===== src/rtl/tbwd_pkg.sv =====
package tbwd_pkg;

    // Routing of the interrupt source; also decides whether the count runs
    typedef enum logic [1:0] {
        ST_HALT     = 2'd0,
        ST_TIMEBASE = 2'd1,
        ST_WATCHDOG = 2'd2
    } route_e;

endpackage


===== src/rtl/tbwd_prescale.sv =====
module tbwd_prescale #(
    parameter int PRE_W = 3
) (
    input  logic clk,
    input  logic rst_n,
    input  logic run,
    input  logic clear,
    input  logic fast_src,
    input  logic tick_slow,
    input  logic tick_fast,
    output logic step
);

    logic [PRE_W-1:0] pre_q;

    always_ff @(posedge clk or negedge rst_n) begin
        if (!rst_n) begin
            pre_q <= '0;
        end else if (clear) begin
            pre_q <= '0;
        end else if (run && fast_src && tick_fast) begin
            pre_q <= pre_q + 1'b1;
        end
    end

    // One step per slow tick, or one per 2**PRE_W fast ticks
    always_comb begin
        if (fast_src) begin
            step = run && tick_fast && (&pre_q);
        end else begin
            step = run && tick_slow;
        end
    end

endmodule


===== src/rtl/tbwd_divider.sv =====
module tbwd_divider #(
    parameter int CNT_W  = 15,
    parameter int RATE_W = 3
) (
    input  logic              clk,
    input  logic              rst_n,
    input  logic              step,
    input  logic              clear,
    input  logic [RATE_W-1:0] rate,
    output logic [CNT_W-1:0]  cnt,
    output logic              tb_level,
    output logic              period_end
);

    localparam int IDX_W = $clog2(CNT_W);
    localparam int TOP   = CNT_W - 1;

    logic [IDX_W-1:0] sel;
    logic [CNT_W-1:0] low_mask;

    always_ff @(posedge clk or negedge rst_n) begin
        if (!rst_n) begin
            cnt <= '0;
        end else if (clear) begin
            cnt <= '0;
        end else if (step) begin
            cnt <= cnt + 1'b1;
        end
    end

    // Faster rate codes tap a lower bit of the chain
    always_comb begin
        sel = IDX_W'(TOP) - IDX_W'(rate);
        for (int i = 0; i < CNT_W; i++) begin
            low_mask[i] = (i <= int'(sel));
        end
        tb_level   = cnt[sel];
        period_end = step && !clear && ((cnt & low_mask) == low_mask);
    end

endmodule


===== src/rtl/tbwd_watchdog.sv =====
module tbwd_watchdog #(
    parameter int STG_W = 2
) (
    input  logic clk,
    input  logic rst_n,
    input  logic advance,
    input  logic clr_stages,
    input  logic clr_flag,
    output logic flag
);

    logic [STG_W-1:0] stg_q;

    always_ff @(posedge clk or negedge rst_n) begin
        if (!rst_n) begin
            stg_q <= '0;
        end else if (clr_stages) begin
            stg_q <= '0;
        end else if (advance) begin
            stg_q <= stg_q + 1'b1;
        end
    end

    always_ff @(posedge clk or negedge rst_n) begin
        if (!rst_n) begin
            flag <= 1'b0;
        end else if (clr_flag) begin
            flag <= 1'b0;
        end else if (advance && (&stg_q)) begin
            flag <= 1'b1;
        end
    end

endmodule


===== src/rtl/tbwd_ctrl.sv =====
module tbwd_ctrl
    import tbwd_pkg::*;
#(
    parameter int RATE_W = 3
) (
    input  logic              clk,
    input  logic              rst_n,
    input  logic              cmd_sys_on,
    input  logic              cmd_sys_off,
    input  logic              cmd_wdt_run,
    input  logic              cmd_wdt_stop,
    input  logic              cmd_tb_route,
    input  logic              cmd_irq_on,
    input  logic              cmd_irq_off,
    input  logic              cmd_rate_load,
    input  logic [RATE_W-1:0] rate_in,
    input  logic              tb_level,
    input  logic              wd_flag,
    output route_e            route,
    output logic              sys_on,
    output logic              run,
    output logic [RATE_W-1:0] rate,
    output logic              irq_low,
    output logic              irq_oe
);

    route_e route_nxt;
    logic   irq_on;
    logic   src_low;

    always_comb begin
        route_nxt = route;
        if (cmd_wdt_stop) begin
            route_nxt = ST_HALT;
        end else if (cmd_wdt_run) begin
            route_nxt = ST_WATCHDOG;
        end else if (cmd_tb_route) begin
            route_nxt = ST_TIMEBASE;
        end
    end

    always_ff @(posedge clk or negedge rst_n) begin
        if (!rst_n) begin
            route <= ST_HALT;
        end else begin
            route <= route_nxt;
        end
    end

    always_ff @(posedge clk or negedge rst_n) begin
        if (!rst_n) begin
            sys_on <= 1'b0;
            irq_on <= 1'b0;
            rate   <= '1;
        end else begin
            if (cmd_sys_off) begin
                sys_on <= 1'b0;
            end else if (cmd_sys_on) begin
                sys_on <= 1'b1;
            end
            if (cmd_irq_off) begin
                irq_on <= 1'b0;
            end else if (cmd_irq_on) begin
                irq_on <= 1'b1;
            end
            if (cmd_rate_load) begin
                rate <= rate_in;
            end
        end
    end

    always_comb begin
        src_low = 1'b0;
        unique case (route)
            ST_HALT:     src_low = 1'b0;
            ST_TIMEBASE: src_low = !tb_level;
            ST_WATCHDOG: src_low = wd_flag;
            default:     src_low = 1'b0;
        endcase
        run     = sys_on && (route != ST_HALT);
        irq_oe  = irq_on;
        irq_low = irq_on && src_low;
    end

endmodule


===== src/rtl/tbwd_timer.sv =====
module tbwd_timer
    import tbwd_pkg::*;
#(
    parameter int CNT_W  = 15,
    parameter int RATE_W = 3,
    parameter int PRE_W  = 3,
    parameter int STG_W  = 2
) (
    input  logic              clk,
    input  logic              rst_n,
    input  logic              tick_slow,
    input  logic              tick_fast,
    input  logic              fast_src,
    input  logic              cmd_sys_on,
    input  logic              cmd_sys_off,
    input  logic              cmd_wdt_run,
    input  logic              cmd_wdt_stop,
    input  logic              cmd_tb_route,
    input  logic              cmd_clr_all,
    input  logic              cmd_clr_tb,
    input  logic              cmd_irq_on,
    input  logic              cmd_irq_off,
    input  logic              cmd_rate_load,
    input  logic [RATE_W-1:0] rate_in,
    output logic              irq_low,
    output logic              irq_oe
);

    localparam int RATES = 1 << RATE_W;

    route_e             route;
    logic               sys_on;
    logic               run;
    logic [RATE_W-1:0]  rate;
    logic               step;
    logic               cnt_clear;
    logic [CNT_W-1:0]   div_cnt;
    logic               tb_level;
    logic               period_end;
    logic               wd_adv;
    logic               wd_flag;

    initial begin
        if (CNT_W < RATES) begin
            $error("CNT_W must cover every rate tap");
        end
    end

    assign cnt_clear = cmd_clr_all || cmd_clr_tb;
    assign wd_adv    = period_end && (route == ST_WATCHDOG);

    tbwd_ctrl #(.RATE_W(RATE_W)) u_ctrl (
        .clk          (clk),
        .rst_n        (rst_n),
        .cmd_sys_on   (cmd_sys_on),
        .cmd_sys_off  (cmd_sys_off),
        .cmd_wdt_run  (cmd_wdt_run),
        .cmd_wdt_stop (cmd_wdt_stop),
        .cmd_tb_route (cmd_tb_route),
        .cmd_irq_on   (cmd_irq_on),
        .cmd_irq_off  (cmd_irq_off),
        .cmd_rate_load(cmd_rate_load),
        .rate_in      (rate_in),
        .tb_level     (tb_level),
        .wd_flag      (wd_flag),
        .route        (route),
        .sys_on       (sys_on),
        .run          (run),
        .rate         (rate),
        .irq_low      (irq_low),
        .irq_oe       (irq_oe)
    );

    tbwd_prescale #(.PRE_W(PRE_W)) u_pre (
        .clk      (clk),
        .rst_n    (rst_n),
        .run      (run),
        .clear    (cnt_clear),
        .fast_src (fast_src),
        .tick_slow(tick_slow),
        .tick_fast(tick_fast),
        .step     (step)
    );

    tbwd_divider #(.CNT_W(CNT_W), .RATE_W(RATE_W)) u_div (
        .clk       (clk),
        .rst_n     (rst_n),
        .step      (step),
        .clear     (cnt_clear),
        .rate      (rate),
        .cnt       (div_cnt),
        .tb_level  (tb_level),
        .period_end(period_end)
    );

    tbwd_watchdog #(.STG_W(STG_W)) u_wd (
        .clk       (clk),
        .rst_n     (rst_n),
        .advance   (wd_adv),
        .clr_stages(cmd_clr_all),
        .clr_flag  (cmd_clr_all || cmd_irq_off),
        .flag      (wd_flag)
    );

endmodule


===== config.mk =====
export PLATFORM = sky130hd
export DESIGN_NAME = tbwd_timer
export DESIGN_NICKNAME = d
export VERILOG_FILES = /design/src/rtl/tbwd_pkg.sv /design/src/rtl/tbwd_prescale.sv /design/src/rtl/tbwd_divider.sv /design/src/rtl/tbwd_watchdog.sv /design/src/rtl/tbwd_ctrl.sv /design/src/rtl/tbwd_timer.sv
export SDC_FILE = /design/constraint.sdc
export NUM_CORES = 1
export LEC_CHECK = 0
export ABC_CLOCK_PERIOD_IN_PS = 4700
export BUFFER_PORTS_ARGS = -buffer_cell sky130_fd_sc_hd__buf_4
export CELL_PAD_IN_SITES_DETAIL_PLACEMENT = 2
export CELL_PAD_IN_SITES_GLOBAL_PLACEMENT = 2
export CORE_MARGIN = 2
export CORE_UTILIZATION = 39
export DETAILED_ROUTE_END_ITERATION = 12
export PLACE_DENSITY_LB_ADDON = 0.1
export RECOVER_POWER = 25
export SLEW_MARGIN = 20
export SYNTH_ARGS = -nofsm -noshare
export SYNTH_HDL_FRONTEND = slang
export SYNTH_SLANG_ARGS = --single-unit

===== constraint.sdc =====
create_clock -name clk -period 4.7 [get_ports clk]
set_clock_uncertainty 0.15 [all_clocks]
set_input_delay 0.47 -clock clk [delete_from_list [all_inputs] [get_ports clk]]
set_output_delay 0.47 -clock clk [all_outputs]
set_load 0.03 [all_outputs]

==> results of run 1 <==
==> synth_stat cells, drive strengths merged, types with 3 or more instances <==
cell type and count:
mux2i 4, mux2 4, nand3 6, nand4 5
dfstp 3, inv 6, nor2 26, nand2 13
o21ai 6, buf 3, nand2b 4, a211oi 4
xor2 14, a21oi 4, dfrtp 25, and3 3
ha 10
==> power by group <==
part / switching (W) / leakage (nW) / internal [W]
logic: 0.0000359 / 0.442 / 0.0000268
clock network: 0.0000820 / 0.0357 / 0.000114
registers: 0.00000731 / 0.376 / 0.000247
==> cells by family after synthesis <==
| group | count (synthesis) |
|---|---|
| AO/OA/AOI/OAI | 27 |
| XOR/XNOR | 16 |
| adder cells (fa/ha/maj) | 10 |
| buffers and inverters | 10 |
| flip-flops | 28 |
| multiplexers | 8 |
| AND/OR/NAND/NOR | 67 |
==> stage by stage <==
stage | utilization | total power (W) | worst slack, ns | cell area, um2
CTS | 0.474 | 0.000521 | 1.50 | 1920
finish | 0.473 | 0.000513 | 1.52 | 1920
detailed placement | 0.454 | 0.000322 | 1.84 | 1840
global route | 0.473 | 0.000535 | 1.35 | 1920
floorplan | - | 0.000295 | 1.87 | 1670
global placement | 0.454 | 0.000318 | 1.89 | 1840
==> worst max-delay path by stage <==
stage | cells after the start | slack, ns | end
after floorplan | 7 | 1.87 | irq_low
after global placement | 7 | 1.89 | irq_low
after detailed placement | 7 | 1.84 | irq_low
after CTS | 7 | 1.50 | irq_low
after global routing | 7 | 1.35 | irq_low
final | 7 | 1.52 | irq_low
==> per-layer routing <==
metal / vias to the layer above / track usage / share of wire
met5: - / 0 / 0
met4: 0 / 0.0588 / 0.013
met3: 5 / 0.0218 / 0.023
met2: 18 / 0.393 / 0.54
met1: 658 / 0.245 / 0.42
li1: 618 / - / -
==> worst max-delay path, cell delays in order, from the launching register on <==
cell,delay (ns)
dfstp_2,0.60
inv_1,0.13
ha_1,0.46
mux2_2,0.37
a211oi_1,0.22
o311ai_1,0.15
a21oi_1,0.17
buf_4,0.18
==> flip-flops by register name (all words and copies together) (netlist names) <==
signal,count
u_ctrl.irq_oe,1
u_wd.stg_q,2
u_ctrl.rate,3
u_ctrl.route,2
u_div.cnt,15
u_ctrl.sys_on,1
u_pre.pre_q,3
u_wd.flag,1
==> layout by cell type (no fill, tap or decap), types with 3 or more instances in the layout <==
master    Yosys  final
o21ai_0       5      5
nor2_1       26     26
nand4_1       5      5
inv_1         6      6
xor2_1       13     13
mux2i_1       4      4
and3_1        3      3
ha_1         10     10
a21oi_1       4      4
nand3_1       6      6
buf_4         0     18
mux2_2        3      3
dfrtp_1      25     25
a211oi_1      3      3
clkbuf_8      0      3
nand2b_1      4      4
nand2_1      13     13
==> timing repair <==
action,CTS,global route
setup buffers,0,0
hold buffers,1,0
gates resized for setup,0,0
endpoints found under the hold margin,25,0
==> area by class of cell <==
cell class                      count  area, um2  share of cell area
Timing Repair Buffer               20        149              0.0775
Inverter                            6       22.5              0.0117
Multi-Input combinational cell    128        911               0.474
Tap cell                           50       62.6              0.0326
Sequential cell                    28        704               0.367
Clock inverter                      1       30.0              0.0156
Clock buffer                        3       41.3              0.0215
==> impl_metrics.toml, run 1 <==
[synthesis]
synth.net_count = 194
synth_top_area_cell = "dfrtp_1"
synth_adder_area_share = 0.0750
synth_top_area_share = 0.375
avgSynthCellArea_um2 = 10.1
synth_ff_type = "dfrtp_1"
synthCells = 166
synth_compound_area_frac = 0.131
yosysUniqueCellTypes = 43
yosysWarnings = 0
synth_seq_cells = 28
synthTopCellsByArea = "dfrtp_1 37%, ha_1 7.5%, xor2_1 6.8%"
ys_async_sr_fraction = 1.00
synth_edf_count = 0
synth-xor-area-share = 0.0885
syn_area_um2 = 1670
seq_area_frac_synth = 0.422
synth_top_family_by_area = "simple AND/OR/NAND/NOR gates"
synth-simple-area-share = 0.198
synth_mux_area_frac = 0.0532

[hold_path]
holdPathEnd = "u_ctrl.sys_on$_DFFE_PN0P_"
min_path_cells = 2
hp-start = "cmd_sys_off"
min_path_type = "input pin to flip-flop"

[cts]
path_clk_slew_ns = 0.10
max-clock-path-buffers = 2
clock_sinks = 28
cts_tree = "yes"
htree_levels = 1
cts_buffers = 3
clk_latency_ns = 0.28
cts_root_buffer = "clkbuf_8"

[sta]
whs_ns = 0.172
max_freq_mhz = 315
slew_headroom = -0.0611
setup_viol = 0
fin_crit_ns = 3.18
timing.final.crit_share = 0.677
fin_tns_setup_ns = 0
rsz0062_at_grt = "false"
tightestPinTransition_ns = 1.59
slew_viol_final = 29
hold_viol = 0

[cells_and_area]
syn2layout_area_growth_pct = 15.1
finalNetCount = 215
insertedDiodeCount = 0
instances_no_fill = 236
fillers = 430
drive_gt1_frac = 0.172

[setup_path]
crit_path_end_kind = "primary output"
crit_type = "flip-flop to primary output"
cp_data_arrival_time_ns = 2.56
ff2ff_path_depth = 7
required_ns = 4.08
critPathMaxFanout = 8
r2r-start = "u_ctrl.rate[0]$_DFFE_PN1P_"
cp-start-kind = "flip-flop"
r2r-end = "u_wd.stg_q[0]$_DFFE_PN0P_"
r2r_slack_ns = 2.07
critPathLaunch = "u_ctrl.rate[0]$_DFFE_PN1P_"

[drt]
routedWlPerCell_um = 19.4
via_per_inst = 5.50
drc = 0
route.antenna.remaining_nets = 0
dr.pass1.iters = 4
vias = 1299
routed_wl_um = 4570
drt_iter0_markers = 42

[floorplan]
die_y_um = 69.4
ios = 20
die_x_um = 69.4
rows = 23
dieArea_um2 = 4820
core-area_um2 = 4060
start_util = 0.411

[global_route]
overflow = 0
grt_pass1_wl_um = 7790
grt_max_degree = 29
grt_pass1_vias = 1527
grt_use_total = 0.208
antenna_found_initial = 0

[run_status]
violations = "capacitance limit, slew limit"
status = "complete, but fails checks"

[power]
power_density_nw_per_um2 = 267
total_leakage_power_nw = 0.853
peakVddDrop_uv = 123

[run]
cap_viol_max_count = 1

[placed_design]
dp.cells = 231
gp_congestion = 0.902
hpwl_um = 3490
port_buffers = 19
Power figures use the tool's default switching activity.
==> run 2: changes to the inputs <==
--- a/config.mk
+++ b/config.mk
@@ -5,12 +5,12 @@
 export SDC_FILE = /design/constraint.sdc
 export NUM_CORES = 1
 export LEC_CHECK = 0
-export ABC_CLOCK_PERIOD_IN_PS = 4700
+export ABC_CLOCK_PERIOD_IN_PS = 3000
 export BUFFER_PORTS_ARGS = -buffer_cell sky130_fd_sc_hd__buf_4
 export CELL_PAD_IN_SITES_DETAIL_PLACEMENT = 2
 export CELL_PAD_IN_SITES_GLOBAL_PLACEMENT = 2
 export CORE_MARGIN = 2
-export CORE_UTILIZATION = 39
+export CORE_UTILIZATION = 37
 export DETAILED_ROUTE_END_ITERATION = 12
 export PLACE_DENSITY_LB_ADDON = 0.1
 export RECOVER_POWER = 25
==> constraint.sdc (replaced) <==
create_clock -name clk -period 3 [get_ports clk]
set_clock_uncertainty 0.15 [all_clocks]
set_input_delay 0.3 -clock clk [delete_from_list [all_inputs] [get_ports clk]]
set_output_delay 0.3 -clock clk [all_outputs]
set_load 0.03 [all_outputs]
==> impl_metrics.toml, run 2 (synthesis results as in run 1) <==
[drt]
routed_wl_um = 4280
drc = 0
vias = 1309
via_per_inst = 5.34
drt_iter0_markers = 53
dr.pass1.iters = 4
route.antenna.remaining_nets = 0
routedWlPerCell_um = 17.5

[setup_path]
slowest_delay_ns = 0.60
path_cells = "clkinvlp_4, ha_4, mux2_2, a211oi_2, o311ai_1, a21oi_1, buf_4"
cp_data_arrival_time_ns = 2.40
critPathMaxFanout = 8
path_buf_inv = 2
critPathSlowestCell = "dfstp_2"
crit_type = "flip-flop to primary output"
crit_path_end_kind = "primary output"
crit_family = "flip-flops"
required_ns = 2.55
cp-start-kind = "flip-flop"

[run_status]
status = "complete, but fails checks"
violations = "capacitance limit, slew limit"

[cells_and_area]
regMostFlops = "u_div.cnt"
layout_commonest_cell = "nor2_1"
multi_input_area_um2 = 928
syn2layout_area_growth_pct = 18.8
final_cell_mix = "26 x nor2_1, 25 x dfrtp_1, 24 x buf_4"
largest_reg_flops = 15
finalNetCount = 222
drive_gt1_frac = 0.218
final_util = 0.455
fillers = 472
insertedDiodeCount = 0
seq_area_um2 = 704
top_regs = "u_div.cnt: 15 flops, u_ctrl.rate: 3 flops, u_pre.pre_q: 3 flops"

[cts]
htree_levels = 1
max-clock-path-buffers = 2
cts_buffers = 3
clock_sinks = 28
cts_root_buffer = "clkbuf_8"
path_clk_slew_ns = 0.10
cts_tree = "yes"
clk_latency_ns = 0.28

[global_route]
grt_use_total = 0.185
grt_pass1_vias = 1468
grt_max_degree = 29
antenna_found_initial = 0
overflow = 0
grt_pass1_wl_um = 7290

[placed_design]
gp_congestion = 0.860
hpwl_um = 3190
port_buffers = 19

[run]
cap_viol_max_count = 1

[sta]
setup_viol = 0
fin_crit_ns = 2.85
max_freq_mhz = 351
whs_ns = 0.0112
slew_viol_final = 29
tightestPinTransition_ns = 1.58
slew_headroom = -0.0550
hold_viol = 0
timing.final.crit_share = 0.950

[floorplan]
dieArea_um2 = 5060
die_y_um = 71.2
ios = 20
rows = 24
core-area_um2 = 4350
start_util = 0.383
die_x_um = 71.2

[power]
total_leakage_power_nw = 0.878
peakVddDrop_uv = 164
power_density_nw_per_um2 = 382
p_total_w = 0.000758

[hold_path]
min_path_type = "input pin to flip-flop"
[run 2: changes by cell type in the layout (fill, tap and decap cells not counted), sizes merged]
cell,delta
clkinvlp,+1
buf,+6
dlygate4sd3,+1
bufinv,-1
inv,-1
clkbuf,+1
[run 2: power by group]
part / internal, W / switching [W] / total (W)
sequential: 0.000388 / 0.0000119 / 0.000400
clock: 0.000118 / 0.000125 / 0.000243
combinational: 0.0000547 / 0.0000601 / 0.000115
[run 2: repair_timing]
| action | CTS | global route |
|---|---|---|
| resized for setup | 1 | 3 |
| setup endpoints to repair | 1 | 1 |
| buffers inserted | 0 | 5 |
| endpoints found under the hold margin | 26 | 0 |
| hold buffers | 2 | 0 |
[run 2: area by class of cell]
| type | instances | share of cell area |
|---|---|---|
| Inverter | 6 | 0.0132 |
| Timing Repair Buffer | 27 | 0.103 |
| Tap cell | 52 | 0.0328 |
| Multi-Input combinational cell | 128 | 0.468 |
| Sequential cell | 28 | 0.355 |
| Clock buffer | 4 | 0.0278 |
[run 2: path summary, 6_finish.rpt]
path	startpoint	endpoint	slack (ns)	depth (start not counted)
min in group asynchronous	rst_n	u_div.cnt[14]$_DFFE_PN0P_	0.79	2
setup / recovery	u_ctrl.rate[0]$_DFFE_PN1P_	irq_low	0.15	7
hold / removal	cmd_irq_off	u_ctrl.irq_oe$_DFFE_PN0P_	0.01	2
max in group asynchronous	rst_n	u_div.cnt[11]$_DFFE_PN0P_	1.00	2
setup reg to reg	u_ctrl.rate[0]$_DFFE_PN1P_	u_wd.stg_q[0]$_DFFE_PN0P_	0.34	7
hold reg to reg	u_wd.flag$_DFFE_PN0P_	u_wd.flag$_DFFE_PN0P_	0.37	1
[run 2: per-stage QoR]
step / cell area, um2 / instances / worst slack, ns / TNS, ns
floorplan: 1670 / 166 / 0.341 / 0
global placement: 1850 / 234 / 0.403 / 0
detailed placement: 1850 / 234 / 0.347 / 0
CTS: 1930 / 240 / 0.0287 / 0
global route: 1980 / 245 / -0.0127 / -0.0127
finish: 1980 / 245 / 0.149 / 0
[run 2: routing by layer]
metal | global-route usage | share of wire | vias up
met4 | 0.0608 | 0.023 | 0
li1 | - | - | 633
met3 | 0.0228 | 0.017 | 9
met1 | 0.236 | 0.45 | 650
met5 | 0 | 0 | -
met2 | 0.325 | 0.51 | 17
[run 2: worst register-to-register path: stages, from the launching register on]
cell and delay (ns):
dfstp_2 0.60, buf_4 0.13, ha_1 0.28, xor2_2 0.25, o21ai_1 0.09, a211o_1 0.35
a221oi_4 0.38, mux2_4 0.33
==> run 3: changes to the inputs <==
--- a/config.mk
+++ b/config.mk
@@ -9,11 +9,11 @@
 export BUFFER_PORTS_ARGS = -buffer_cell sky130_fd_sc_hd__buf_4
 export CELL_PAD_IN_SITES_DETAIL_PLACEMENT = 2
 export CELL_PAD_IN_SITES_GLOBAL_PLACEMENT = 2
-export CORE_MARGIN = 2
 export CORE_UTILIZATION = 37
 export DETAILED_ROUTE_END_ITERATION = 12
 export PLACE_DENSITY_LB_ADDON = 0.1
 export RECOVER_POWER = 25
+export SETUP_SLACK_MARGIN = 0.3
 export SLEW_MARGIN = 20
 export SYNTH_ARGS = -nofsm -noshare
 export SYNTH_HDL_FRONTEND = slang
==> impl_metrics.toml, run 3 (synthesis results as in run 1) <==
[floorplan]
die_y_um = 69.2
dieArea_um2 = 4780
die_x_um = 69.2
start_util = 0.383
core-area_um2 = 4350
ios = 20
rows = 24

[sta]
slew_headroom = -0.0680
setup_slack_ns = 0.403
fin_crit_ns = 2.60
slew_viol_final = 29
max_freq_mhz = 385
setup_viol = 0
rsz0062_at_grt = "false"
whs_ns = 0.0189
hold_viol = 0
fin_tns_setup_ns = 0
tightestPinTransition_ns = 1.60
timing.final.crit_share = 0.866

[run]
cap_viol_max_count = 1

[power]
power_density_nw_per_um2 = 384
p_total_w = 0.000767
total_leakage_power_nw = 0.879
peakVddDrop_uv = 246

[run_status]
status = "complete, but fails checks"
violations = "capacitance limit, slew limit"

[placed_design]
hpwl_um = 3160
port_buffers = 19
pre_cts_slack_ns = 0.325
placed_cell_area_um2 = 1850
gp_congestion = 0.873

[setup_path]
crit_type = "flip-flop to primary output"
crit_path_end_kind = "primary output"
cp_data_arrival_time_ns = 2.15
cp-start-kind = "flip-flop"
critPathMaxFanout = 6
required_ns = 2.55

[cells_and_area]
largest_reg_flops = 15
layout_commonest_cell = "nor2_1"
insertedDiodeCount = 0
regMostFlops = "u_div.cnt"
final_cell_mix = "26 x nor2_1, 25 x dfrtp_1, 23 x buf_4"
finalNetCount = 221
top_regs = "u_div.cnt: 15 flops, u_ctrl.rate: 3 flops, u_pre.pre_q: 3 flops"
stdcell_area_um2 = 2000
drive_gt1_frac = 0.224
syn2layout_area_growth_pct = 19.8

[global_route]
overflow = 0
grt_max_degree = 29
grt_use_total = 0.206
grt_pass1_wl_um = 7700
gr-usage-met3 = 0.0322
busiest_layer = "met2"
grtUsageMet2 = 0.373
gr-usage-met1 = 0.251
antenna_found_initial = 0
grt_pass1_vias = 1525

[drt]
routed_wl_um = 4480
routedWlPerCell_um = 18.4
dr.pass1.iters = 4
route.antenna.remaining_nets = 0
drt_iter0_markers = 40
drc = 0
vias = 1338
via_per_inst = 5.48

[cts]
cts_root_buffer = "clkbuf_8"
clk_latency_ns = 0.28
htree_levels = 1
cts_tree = "yes"
path_clk_slew_ns = 0.10
cts_buffers = 3
clock_sinks = 28
max-clock-path-buffers = 2

[hold_path]
min_path_type = "input pin to flip-flop"
==> run 3: critical path: stages (launching register included) <==
cell	delay (ns)
dfstp_2	0.57
inv_4	0.06
ha_4	0.26
buf_4	0.14
a221oi_1	0.22
a311o_1	0.19
o311ai_2	0.11
a21oi_1	0.15
buf_4	0.18
==> run 3: report_power, final <==
group	leakage [nW]	internal, W	total, W	switching (W)
Clock	0.0288	0.000118	0.000243	0.000125
Combinational	0.474	0.0000594	0.000127	0.0000679
Sequential	0.376	0.000388	0.000397	0.00000966
Total	0.879	0.000565	0.000767	0.000202
==> run 3: worst paths after layout <==
kind / start / endpoint / slack, ns / cells after the start
min in group asynchronous: rst_n / u_div.cnt[11]$_DFFE_PN0P_ / 0.80 / 2
max in group asynchronous: rst_n / u_div.cnt[1]$_DFFE_PN0P_ / 0.98 / 2
worst max-delay path: u_ctrl.rate[0]$_DFFE_PN1P_ / irq_low / 0.40 / 8
worst max register to register: u_ctrl.rate[0]$_DFFE_PN1P_ / u_wd.stg_q[0]$_DFFE_PN0P_ / 0.41 / 7
worst min-delay path: cmd_irq_off / u_ctrl.irq_oe$_DFFE_PN0P_ / 0.02 / 2
worst min register to register: u_wd.flag$_DFFE_PN0P_ / u_wd.flag$_DFFE_PN0P_ / 0.37 / 1
==> run 3: metal layers <==
layer,up-vias,part of all wire
met5,-,0
met4,0,0.013
met3,7,0.024
met2,17,0.53
met1,682,0.43
li1,632,-
==> run 3: through the flow <==
stage / std cells / util
6_report: 244 / 0.459
5_1_grt: 244 / 0.459
4_1_cts: 244 / 0.453
3_5_place_dp: 234 / 0.426
3_3_place_gp: 234 / 0.426
2_1_floorplan: 166 / -
==> run 3: layout make-up <==
type | count | area, um2
flip-flops and latches | 28 | 704
multi-input cells | 128 | 953
repair buffers | 26 | 196
inverters | 6 | 25.0
fillers | 469 | 2350
clock buffers | 4 | 55.1
well taps | 52 | 65.1
==> run 3: repair_timing <==
item / CTS / global route
hold buffers: 2 / 0
setup buffers: 4 / 0
gates resized for setup: 4 / 6
endpoints found under the setup margin: 1 / 2
hold endpoints to repair: 26 / 0
pin swaps: 3 / 5
